## src/rtl/pwm_timer_pkg.sv

```systemverilog
package pwm_timer_pkg;

    typedef enum logic {
        DIR_UP   = 1'b0,
        DIR_DOWN = 1'b1
    } dir_e;

    typedef enum logic [1:0] {
        CS_STOP     = 2'd0,
        CS_DIV1     = 2'd1,
        CS_DIV_MID  = 2'd2,
        CS_DIV_HIGH = 2'd3
    } clk_sel_e;

    typedef enum logic [1:0] {
        OM_OFF    = 2'd0,
        OM_TOGGLE = 2'd1,
        OM_CLR_UP = 2'd2,
        OM_SET_UP = 2'd3
    } out_mode_e;

    localparam int ADDR_W = 3;
    localparam logic [ADDR_W-1:0] A_CTRL = 3'd0;
    localparam logic [ADDR_W-1:0] A_CEIL = 3'd1;
    localparam logic [ADDR_W-1:0] A_CBUF = 3'd2;
    localparam logic [ADDR_W-1:0] A_CNT  = 3'd3;
    localparam logic [ADDR_W-1:0] A_FCLR = 3'd4;

endpackage

```

## src/rtl/pwm_tick_prescaler.sv

```systemverilog
module pwm_tick_prescaler
    import pwm_timer_pkg::*;
#(
    parameter int DIV_MID  = 8,
    parameter int DIV_HIGH = 64
) (
    input  logic     clk,
    input  logic     rst_n,
    input  clk_sel_e sel,
    output logic     tick_o
);
    localparam int PW = $clog2(DIV_HIGH);

    logic [PW-1:0] pre_q;
    logic [PW-1:0] limit;

    always_comb begin
        limit  = (sel == CS_DIV_MID) ? PW'(DIV_MID - 1) : PW'(DIV_HIGH - 1);
        tick_o = 1'b0;
        unique case (sel)
            CS_STOP:     tick_o = 1'b0;
            CS_DIV1:     tick_o = 1'b1;
            CS_DIV_MID,
            CS_DIV_HIGH: tick_o = (pre_q >= limit);
        endcase
    end

    always_ff @(posedge clk or negedge rst_n) begin
        if (!rst_n) begin
            pre_q <= '0;
        end else if (sel == CS_STOP || sel == CS_DIV1 || tick_o) begin
            pre_q <= '0;
        end else begin
            pre_q <= pre_q + 1'b1;
        end
    end

    AST_MID_SPACING: assert property (@(posedge clk) disable iff (!rst_n)
        (tick_o && sel == CS_DIV_MID) |=> (!tick_o || sel != CS_DIV_MID));

endmodule

```

## src/rtl/pwm_updown_counter.sv

```systemverilog
module pwm_updown_counter
    import pwm_timer_pkg::*;
#(
    parameter int W = 16
) (
    input  logic         clk,
    input  logic         rst_n,
    input  logic         step,
    input  logic         load,
    input  logic [W-1:0] load_val,
    input  logic [W-1:0] ceil,
    output logic [W-1:0] cnt_o,
    output dir_e         dir_o
);
    logic [W-1:0] cnt_q, cnt_d;
    dir_e         dir_q, dir_d;

    // state register
    always_ff @(posedge clk or negedge rst_n) begin
        if (!rst_n) begin
            cnt_q <= '0;
            dir_q <= DIR_UP;
        end else begin
            cnt_q <= cnt_d;
            dir_q <= dir_d;
        end
    end

    // next state
    always_comb begin
        cnt_d = cnt_q;
        dir_d = dir_q;
        if (load) begin
            cnt_d = load_val;
        end else if (step) begin
            unique case (dir_q)
                DIR_UP: begin
                    if (cnt_q >= ceil) begin
                        dir_d = DIR_DOWN;
                        cnt_d = (cnt_q == '0) ? '0 : cnt_q - 1'b1;
                    end else begin
                        cnt_d = cnt_q + 1'b1;
                    end
                end
                DIR_DOWN: begin
                    if (cnt_q == '0) begin
                        dir_d = DIR_UP;
                        cnt_d = (ceil == '0) ? '0 : W'(1);
                    end else begin
                        cnt_d = cnt_q - 1'b1;
                    end
                end
            endcase
        end
    end

    assign cnt_o = cnt_q;
    assign dir_o = dir_q;

    AST_PEAK_TURN: assert property (@(posedge clk) disable iff (!rst_n)
        (step && !load && dir_q == DIR_UP && cnt_q == ceil && ceil != '0)
        |=> (cnt_q == $past(ceil) - 1'b1 && dir_q == DIR_DOWN));

    AST_FLOOR_TURN: assert property (@(posedge clk) disable iff (!rst_n)
        (step && !load && dir_q == DIR_DOWN && cnt_q == '0 && ceil != '0)
        |=> (cnt_q == W'(1) && dir_q == DIR_UP));

endmodule

```

## src/rtl/pwm_compare_unit.sv

```systemverilog
module pwm_compare_unit
    import pwm_timer_pkg::*;
#(
    parameter int W = 16
) (
    input  logic         clk,
    input  logic         rst_n,
    input  logic         step,
    input  logic [W-1:0] cnt,
    input  dir_e         dir,
    input  logic         buf_wr,
    input  logic [W-1:0] buf_val,
    input  logic         cnt_wr,
    input  logic         clr_match,
    input  logic         clr_ovf,
    input  out_mode_e    omode,
    input  logic         ceil_from_cmp,
    output logic [W-1:0] cmp_o,
    output logic         match_flag_o,
    output logic         ovf_flag_o,
    output logic         wave_o
);
    logic [W-1:0] buf_q, act_q;
    logic         blk_q, mf_q, of_q, wave_q, wave_d;
    logic         at_floor, match_evt;

    assign at_floor  = step && (cnt == '0);
    assign match_evt = step && (cnt == act_q) && !blk_q;

    always_ff @(posedge clk or negedge rst_n) begin
        if (!rst_n) begin
            buf_q  <= '0;
            act_q  <= '0;
            blk_q  <= 1'b0;
            mf_q   <= 1'b0;
            of_q   <= 1'b0;
            wave_q <= 1'b0;
        end else begin
            if (buf_wr)   buf_q <= buf_val;
            if (at_floor) act_q <= buf_q;
            if (cnt_wr)    blk_q <= 1'b1;
            else if (step) blk_q <= 1'b0;
            if (match_evt)      mf_q <= 1'b1;
            else if (clr_match) mf_q <= 1'b0;
            if (at_floor)     of_q <= 1'b1;
            else if (clr_ovf) of_q <= 1'b0;
            wave_q <= wave_d;
        end
    end

    always_comb begin
        wave_d = wave_q;
        if (match_evt) begin
            unique case (omode)
                OM_OFF:    wave_d = wave_q;
                OM_TOGGLE: wave_d = ~wave_q;
                OM_CLR_UP: wave_d = (dir == DIR_DOWN);
                OM_SET_UP: wave_d = (dir == DIR_UP);
            endcase
        end
    end

    always_comb begin
        wave_o = 1'b0;
        unique case (omode)
            OM_OFF:    wave_o = 1'b0;
            OM_TOGGLE: wave_o = ceil_from_cmp ? wave_q : 1'b0;
            OM_CLR_UP,
            OM_SET_UP: wave_o = wave_q;
        endcase
    end

    assign cmp_o        = act_q;
    assign match_flag_o = mf_q;
    assign ovf_flag_o   = of_q;

    AST_CMP_ONLY_AT_FLOOR: assert property (@(posedge clk) disable iff (!rst_n)
        !(step && cnt == '0) |=> $stable(cmp_o));

    AST_MATCH_SETS: assert property (@(posedge clk) disable iff (!rst_n)
        (step && cnt == cmp_o && !blk_q) |=> match_flag_o);

    AST_OVF_SETS: assert property (@(posedge clk) disable iff (!rst_n)
        (step && cnt == '0) |=> ovf_flag_o);

    AST_BLOCKED_MATCH: assert property (@(posedge clk) disable iff (!rst_n)
        (blk_q && !match_flag_o && !cnt_wr) |=> !match_flag_o);

endmodule

```

## src/rtl/pfc_pwm_timer.sv

```systemverilog
module pfc_pwm_timer
    import pwm_timer_pkg::*;
#(
    parameter int CNT_W    = 16,
    parameter int DIV_MID  = 8,
    parameter int DIV_HIGH = 64
) (
    input  logic              clk,
    input  logic              rst_n,
    input  logic              wr_en,
    input  logic [2:0]        wr_addr,
    input  logic [CNT_W-1:0]  wr_data,
    output logic [CNT_W-1:0]  count_o,
    output logic [CNT_W-1:0]  cmp_o,
    output logic              match_flag_o,
    output logic              ovf_flag_o,
    output logic              wave_o
);
    clk_sel_e         sel_q;
    out_mode_e        omode_q;
    logic             ceil_src_q;
    logic [CNT_W-1:0] ceil_reg_q;
    logic [CNT_W-1:0] ceil_val;
    logic             tick, step;
    logic             ctrl_wr, ceil_wr, buf_wr, cnt_wr, fclr_wr;
    dir_e             dir;

    assign ctrl_wr = wr_en && (wr_addr == A_CTRL);
    assign ceil_wr = wr_en && (wr_addr == A_CEIL);
    assign buf_wr  = wr_en && (wr_addr == A_CBUF);
    assign cnt_wr  = wr_en && (wr_addr == A_CNT);
    assign fclr_wr = wr_en && (wr_addr == A_FCLR);

    always_ff @(posedge clk or negedge rst_n) begin
        if (!rst_n) begin
            sel_q      <= CS_STOP;
            omode_q    <= OM_OFF;
            ceil_src_q <= 1'b0;
            ceil_reg_q <= '0;
        end else begin
            if (ctrl_wr) begin
                sel_q      <= clk_sel_e'(wr_data[1:0]);
                omode_q    <= out_mode_e'(wr_data[3:2]);
                ceil_src_q <= wr_data[4];
            end
            if (ceil_wr) ceil_reg_q <= wr_data;
        end
    end

    pwm_tick_prescaler #(
        .DIV_MID  (DIV_MID),
        .DIV_HIGH (DIV_HIGH)
    ) u_pre (
        .clk    (clk),
        .rst_n  (rst_n),
        .sel    (sel_q),
        .tick_o (tick)
    );

    assign step     = tick && !cnt_wr;
    assign ceil_val = ceil_src_q ? cmp_o : ceil_reg_q;

    pwm_updown_counter #(.W(CNT_W)) u_cnt (
        .clk      (clk),
        .rst_n    (rst_n),
        .step     (step),
        .load     (cnt_wr),
        .load_val (wr_data),
        .ceil     (ceil_val),
        .cnt_o    (count_o),
        .dir_o    (dir)
    );

    pwm_compare_unit #(.W(CNT_W)) u_cmp (
        .clk           (clk),
        .rst_n         (rst_n),
        .step          (step),
        .cnt           (count_o),
        .dir           (dir),
        .buf_wr        (buf_wr),
        .buf_val       (wr_data),
        .cnt_wr        (cnt_wr),
        .clr_match     (fclr_wr && wr_data[0]),
        .clr_ovf       (fclr_wr && wr_data[1]),
        .omode         (omode_q),
        .ceil_from_cmp (ceil_src_q),
        .cmp_o         (cmp_o),
        .match_flag_o  (match_flag_o),
        .ovf_flag_o    (ovf_flag_o),
        .wave_o        (wave_o)
    );

    AST_STOP_HOLDS: assert property (@(posedge clk) disable iff (!rst_n)
        (sel_q == CS_STOP && !cnt_wr) |=> $stable(count_o));

    AST_CMP_CEIL: assert property (@(posedge clk) disable iff (!rst_n)
        (ceil_src_q && step && dir == DIR_UP && count_o == cmp_o && cmp_o != '0)
        |=> (count_o == $past(cmp_o) - 1'b1));

endmodule

```

## config.mk

```make
export PLATFORM = sky130hd
export DESIGN_NAME = pfc_pwm_timer
export DESIGN_NICKNAME = d
export VERILOG_FILES = /design/src/rtl/pwm_timer_pkg.sv /design/src/rtl/pwm_tick_prescaler.sv /design/src/rtl/pwm_updown_counter.sv /design/src/rtl/pwm_compare_unit.sv /design/src/rtl/pfc_pwm_timer.sv
export SDC_FILE = /design/constraint.sdc
export NUM_CORES = 1
export LEC_CHECK = 0
export BUFFER_PORTS_ARGS = -buffer_cell sky130_fd_sc_hd__buf_2
export CAP_MARGIN = 20
export CELL_PAD_IN_SITES_DETAIL_PLACEMENT = 0
export CELL_PAD_IN_SITES_GLOBAL_PLACEMENT = 2
export CORE_MARGIN = 4
export CORE_UTILIZATION = 35
export DETAILED_ROUTE_END_ITERATION = 6
export HOLD_SLACK_MARGIN = 0.06
export PLACE_DENSITY = 0.86
export SLEW_MARGIN = 20
export SYNTH_ARGS = -nofsm -noshare
export SYNTH_HDL_FRONTEND = slang
export SYNTH_SLANG_ARGS = --single-unit
export TNS_END_PERCENT = 20
```

## constraint.sdc

```tcl
create_clock -name clk -period 4 [get_ports clk]
set_input_delay 0.2 -clock clk [delete_from_list [all_inputs] [get_ports clk]]
set_output_delay 0.2 -clock clk [all_outputs]
set_load 0.01 [all_outputs]
```

Yosys cells after proc, flatten, opt, wreduce, memory -nomap -nowiden
Cells that the tools add are included.
{ "op_classes": {"add_sub_neg": 3, "bitwise": 4, "n_eq_ne": 11, "mux": 23, "magnitude_cmp": 2, "reduce_logical": 27} }
{ "ops": {"columns": ["cell", "count"], "rows": [
  ["2-to-1 mux 16 bit", 6],
  ["zero test 16 bit", 2],
  ["case mux 16 bit (2 select lines)", 1],
  ["adder 16 x 1 -> 16 bit (second input constant)", 1],
  ["equality test 16 bit", 1],
  ["greater-or-equal comparator 16 bit", 1],
  ["subtractor 16 x 1 -> 16 bit (second input constant)", 1],
  ["2-to-1 mux 6 bit", 2],
  ["logical AND 1 bit", 11],
  ["2-to-1 mux 1 bit", 10],
  ["case mux 1 bit (3 select lines)", 3],
  ["equality test 2 bit (second input constant)", 4],
  ["adder 6 x 1 -> 6 bit (second input constant)", 1],
  ["equality test 3 x 2 -> 1 bit (second input constant)", 2],
  ["greater-or-equal comparator 6 bit", 1],
  ["nonzero test 2 bit", 3],
  ["equality test 2 x 1 -> 1 bit (second input constant)", 2],
  ["zero test 2 bit", 2],
  ["inverter 1 bit", 4],
  ["AND reduction 2 bit", 2],
  ["OR reduction 2 bit", 2],
  ["equality test 3 x 1 -> 1 bit (second input constant)", 1],
  ["equality test 3 bit (second input constant)", 1],
  ["zero test 3 bit", 1],
  ["3 further kinds", 5]
]} }
{ "word_totals": {"word_cells": 83, "out_inout_bits": 35, "reg_bits": 80} }

Depth between registers and ports, before layout
{ "logic_depth": {"word_depth": 8, "mapped_depth": 13, "mapped_depth_nobuf": 9} }

By module
A second synthesis with hierarchy kept.
{ "hier_totals": {"hier_cells": 487, "hier_area_um2": 5191.2} }
{ "by_module_without_submodules": {"columns": ["module", "area_each_um2", "cells_per_inst", "instances"], "rows": [
  ["pwm_updown_counter", 2162.1, 271, 1],
  ["pwm_compare_unit", 1601.5, 115, 1],
  ["pfc_pwm_timer", 1101.1, 70, 1],
  ["pwm_tick_prescaler", 326.6, 31, 1]
]} }

Worst setup path before layout
OpenSTA, ideal clock, no wires.
{ "synth_timing": {"kind": "register -> register", "startpoint": "register ceil_src_q", "endpoint": "register u_cnt.cnt_q[9] (netlist: u_cnt.cnt_o[9])", "stages_incl_launch_ff": 13, "setup_time_ns": 0.134, "t_required_ns": 3.866, "arrival_time_ns": 3.438, "path_buffers": 3, "slack_ns": 0.428, "path_cell_list": "dfrtp_1 -> buf_1 -> buf_1 -> mux2_2 -> ha_1 -> nand2b_4 -> a2111oi_4 -> nor4_2 -> or3_1 -> buf_6 -> o2111a_1 -> a2111oi_0 -> a21oi_1"} }
{ "synth_between": {"elab_chain_cells": 6} }
{ "synth_lines": {"columns": ["element", "line_no", "source"], "rows": [
  ["from (decl)", "pfc_pwm_timer.sv:21", "logic ceil_src_q;"],
  ["from (signal assigned)", "pfc_pwm_timer.sv:44", "ceil_src_q <= wr_data[4];"],
  ["2-to-1 mux 16 bit", "pfc_pwm_timer.sv:61", "assign ceil_val = ceil_src_q ? cmp_o : ceil_reg_q;"],
  ["greater-or-equal comparator 16 bit", "pwm_updown_counter.sv:38", "if (cnt_q >= ceil) begin"],
  ["2-to-1 mux 16 bit", "pwm_updown_counter.sv:38", null],
  ["case mux 16 bit (2 select lines)", "pwm_updown_counter.sv:36", "unique case (dir_q)"],
  ["2-to-1 mux 16 bit", "pwm_updown_counter.sv:35", "end else if (step) begin"],
  ["2-to-1 mux 16 bit", "pwm_updown_counter.sv:33", "if (load) begin"],
  ["to (signal assigned)", "pwm_updown_counter.sv:24", "cnt_q <= cnt_d;"],
  ["to (decl)", "pwm_updown_counter.sv:15", "logic [W-1:0] cnt_q, cnt_d;"]
]} }
No other way between the ends. The select of a mux whose other input is x is not followed.
A chain may end at the register's enable or synchronous reset.

Worst setup path after layout
Ends and elaborated chain as after synthesis.

==> run metrics <==
Post-Syn Nets=518; Max-Cap Viols=0; crit path DAT=3.67 ns; WL final=14100 um; multiplexer share of the synthesized area=15.7%; antenna viol nets, final=0; hold wc startpoint=wr_data[8]; total number of vias=4010; Layout area overhead=16.8%; combinational family with the most area after synthesis=simple AND/OR/NAND/NOR gates; largest cells by area after synthesis=dfrtp_1 (41%), mux2_2 (13%), ha_1 (5.9%), xor2_1 (3.9%), mux2i_1 (3.1%); wire per inst=19.8 um; placer congestion estimate=0.849; H-tree depth reported by CTS=3; CP required=4.21 ns; cell with the most instances after synthesis=dfrtp_1; n_diodes=0; Max Root-Sink Buffers=2; # DRC=0; min Tclk post-route=3.46 ns; die area=16000 sq um; async set or reset register ratio after synthesis=100%; Critical path origin=ceil_src_q$_DFFE_PN0P_; port buffer count=56; kind of critical path=flop to flop; share of the synthesized area in the top cell type=40.8%; R2R Setup Slk=0.54 ns; Synth Area in XOR/XNOR=5.18%; pin count of the biggest net entering global routing=81; WHS Path Cells=3; CP Capture Type=flop; RSZ-0062 raised after global routing=false; CTS Buf Count=9; DRT iter0 DRCs=199; crit path launch type=flop; Clock Sinks=80; row cnt=42; FF-to-FF Start=ceil_src_q$_DFFE_PN0P_; outcome=finished clean; Tcrit/Tclk final=86.4%; Hold Fails Final Rpt=0; dpl ws=0.574 ns; share of cells above drive strength 1=30.7%; CTS tree=done; synthesis-stage register bit count=80; Post-synth EDFFs=0; All-Layer GR Usage=17.8%; top-level I/O count=57; cell area after placement=5400 sq um; Die W=126 um; Max VDD drop=0.226 mV; vias in the first global route=4005; crit-path max FO=16; Final Net Count=575; R2R depth=10; Clock Latency Late Sink=0.34 ns; Synth top cells by count=dfrtp_1 (80), mux2_2 (55), nor2_1 (34), nand2_1 (30); Leak Pwr=2.56 nW; Final Instance Area=5730 sq um; Die Y=126 um; fmax=0.289 GHz; Hold Path Class=input port to flop; final setup violation count=0; cell area power density=605 nW/um^2; first-pass GRT wire length=22600 um; Core Box Area=13500 sq um; Reg-to-Reg End=u_cnt.cnt_o[9]$_DFFE_PN0P_; Pins Over Slew Limit=0; post-synthesis cell area=4900 sq um; # fillers=1299; CTS Root Cell=clkbuf_16; Synth Area in Adders=5.87%; antenna violations before repair=0; DP HPWL=10500 um; post-synth cell types=58; Mapped Cells=473; Hold EP=u_cnt.cnt_o[8]$_DFFE_PN0P_; Final WS setup=0.543 ns; Synth Area in Compound Gates=11.3%; Layout Skew=0.00783 ns; area leader, netlist=dfrtp_1; clk slew on worst S/H paths=0.06 ns; Initial DRT Pass Iterations=5; Main synth FF type=dfrtp_1; Via-to-Cell Ratio=5.64; syn avg cell area=10.4 sq um; GR Overflow Total=0; Slew @ Worst Pin=0.826 ns; setup TNS=0 ns; yosys warns=0; Initial Util=36.3%; Pwr Total=3.47 mW; Placed Instances=694; simple-gate portion of the synthesized area=17.7%; Seq/Total Area, Yosys=40.8%; relative slew slack=44.4%; fin cells=711
==> worst max-delay path: stages (launching register included) <==
cell and delay [ns]:
dfrtp_1 0.45, buf_4 0.31, mux2i_1 0.27, ha_1 0.29, a211oi_2 0.24, nor2_1 0.08
or3_1 0.36, or3_1 0.58, o2111a_1 0.22, a2111oi_0 0.39, a21oi_1 0.13
==> how the worst max path moves through the flow <==
stage / end / slack, ns / cells after the start
after floorplan: u_cnt.cnt_o[9]$_DFFE_PN0P_ / 0.43 / 12
after global placement: u_cnt.cnt_o[9]$_DFFE_PN0P_ / 0.75 / 10
after detailed placement: u_cnt.cnt_o[9]$_DFFE_PN0P_ / 0.57 / 10
after CTS: u_cnt.cnt_o[9]$_DFFE_PN0P_ / 0.57 / 10
after global routing: u_cnt.cnt_o[9]$_DFFE_PN0P_ / 0.27 / 10
final: u_cnt.cnt_o[9]$_DFFE_PN0P_ / 0.54 / 10
==> metal layers <==
layer	global-route usage [%]	wire, um	up-vias
met5	0	0	-
met4	5.74	272	0
met3	2.40	701	25
met2	28.9	6790	123
met1	24.6	6290	1993
li1	-	-	1869
==> repair_timing <==
item                       CTS  global route
setup endpoints to repair    0             0
hold endpoints to repair     0            80
hold buffers                 0             1
buffers inserted             0             0
resized for setup            0             0
==> cells in the final DEF, fill, tap and decap left out, types with 4 or more instances in the layout <==
cell type / count
o22ai_1: 6
nand3_1: 13
mux2_2: 55
xor2_1: 22
a211oi_1: 4
o31ai_1: 4
o21ai_0: 15
clkbuf_16: 9
nand2_1: 30
a21oi_1: 23
nor3_1: 15
nand4_1: 9
a21o_1: 5
inv_1: 4
xnor2_1: 7
and3_1: 6
and4_1: 4
nor2b_1: 4
buf_4: 19
or4_1: 4
nor4_1: 14
dfrtp_1: 80
nor2_1: 34
mux2i_1: 15
ha_1: 23
buf_2: 55
==> sequential cells by signal, indices dropped and copies added (netlist names) <==
| name | flops |
|---|---|
| u_pre.pre_q | 6 |
| u_cnt.dir_o | 1 |
| u_cnt.cnt_o | 16 |
| ceil_src_q | 1 |
| u_cmp.match_flag_o | 1 |
| u_cmp.wave_q | 1 |
| omode_q | 2 |
| u_cmp.buf_q | 16 |
| ceil_reg_q | 16 |
| sel_q | 2 |
| u_cmp.cmp_o | 16 |
| u_cmp.blk_q | 1 |
| u_cmp.ovf_flag_o | 1 |
==> layout make-up <==
| type | count | area (sq um) | share of cell area, % |
|---|---|---|---|
| multi-input combinational | 359 | 2740 | 47.8 |
| sequential | 80 | 2000 | 34.9 |
| timing repair buffer | 76 | 439 | 7.67 |
| clock buffer | 11 | 253 | 4.41 |
| tap | 176 | 220 | 3.84 |
| clock inverter | 5 | 62.6 | 1.09 |
| inverter | 4 | 15.0 | 0.262 |
==> power breakdown <==
group	switching (mW)	internal, mW
Sequential	0.208	0.978
Clock	0.346	0.521
Combinational	0.811	0.602
Total	1.37	2.10
==> metrics by stage <==
step / util (%) / hold WS, ns
5_1_grt: 42.4 / 0.137
3_5_place_dp: 40.0 / 0.448
4_1_cts: 42.3 / 0.0835
2_1_floorplan: - / -0.0956
6_report: 42.4 / 0.124
3_3_place_gp: 40.0 / 0.431
==> logic make-up after synthesis <==
kind of cell,Yosys count
DFF,80
xor gates and xnor gates,29
buffers and inverters,34
and+or+nand+nor,158
AOI/OAI and AO/OA,79
adders and majority gates,23
muxes,70
No activity file was read; power rests on OpenSTA's default activity.
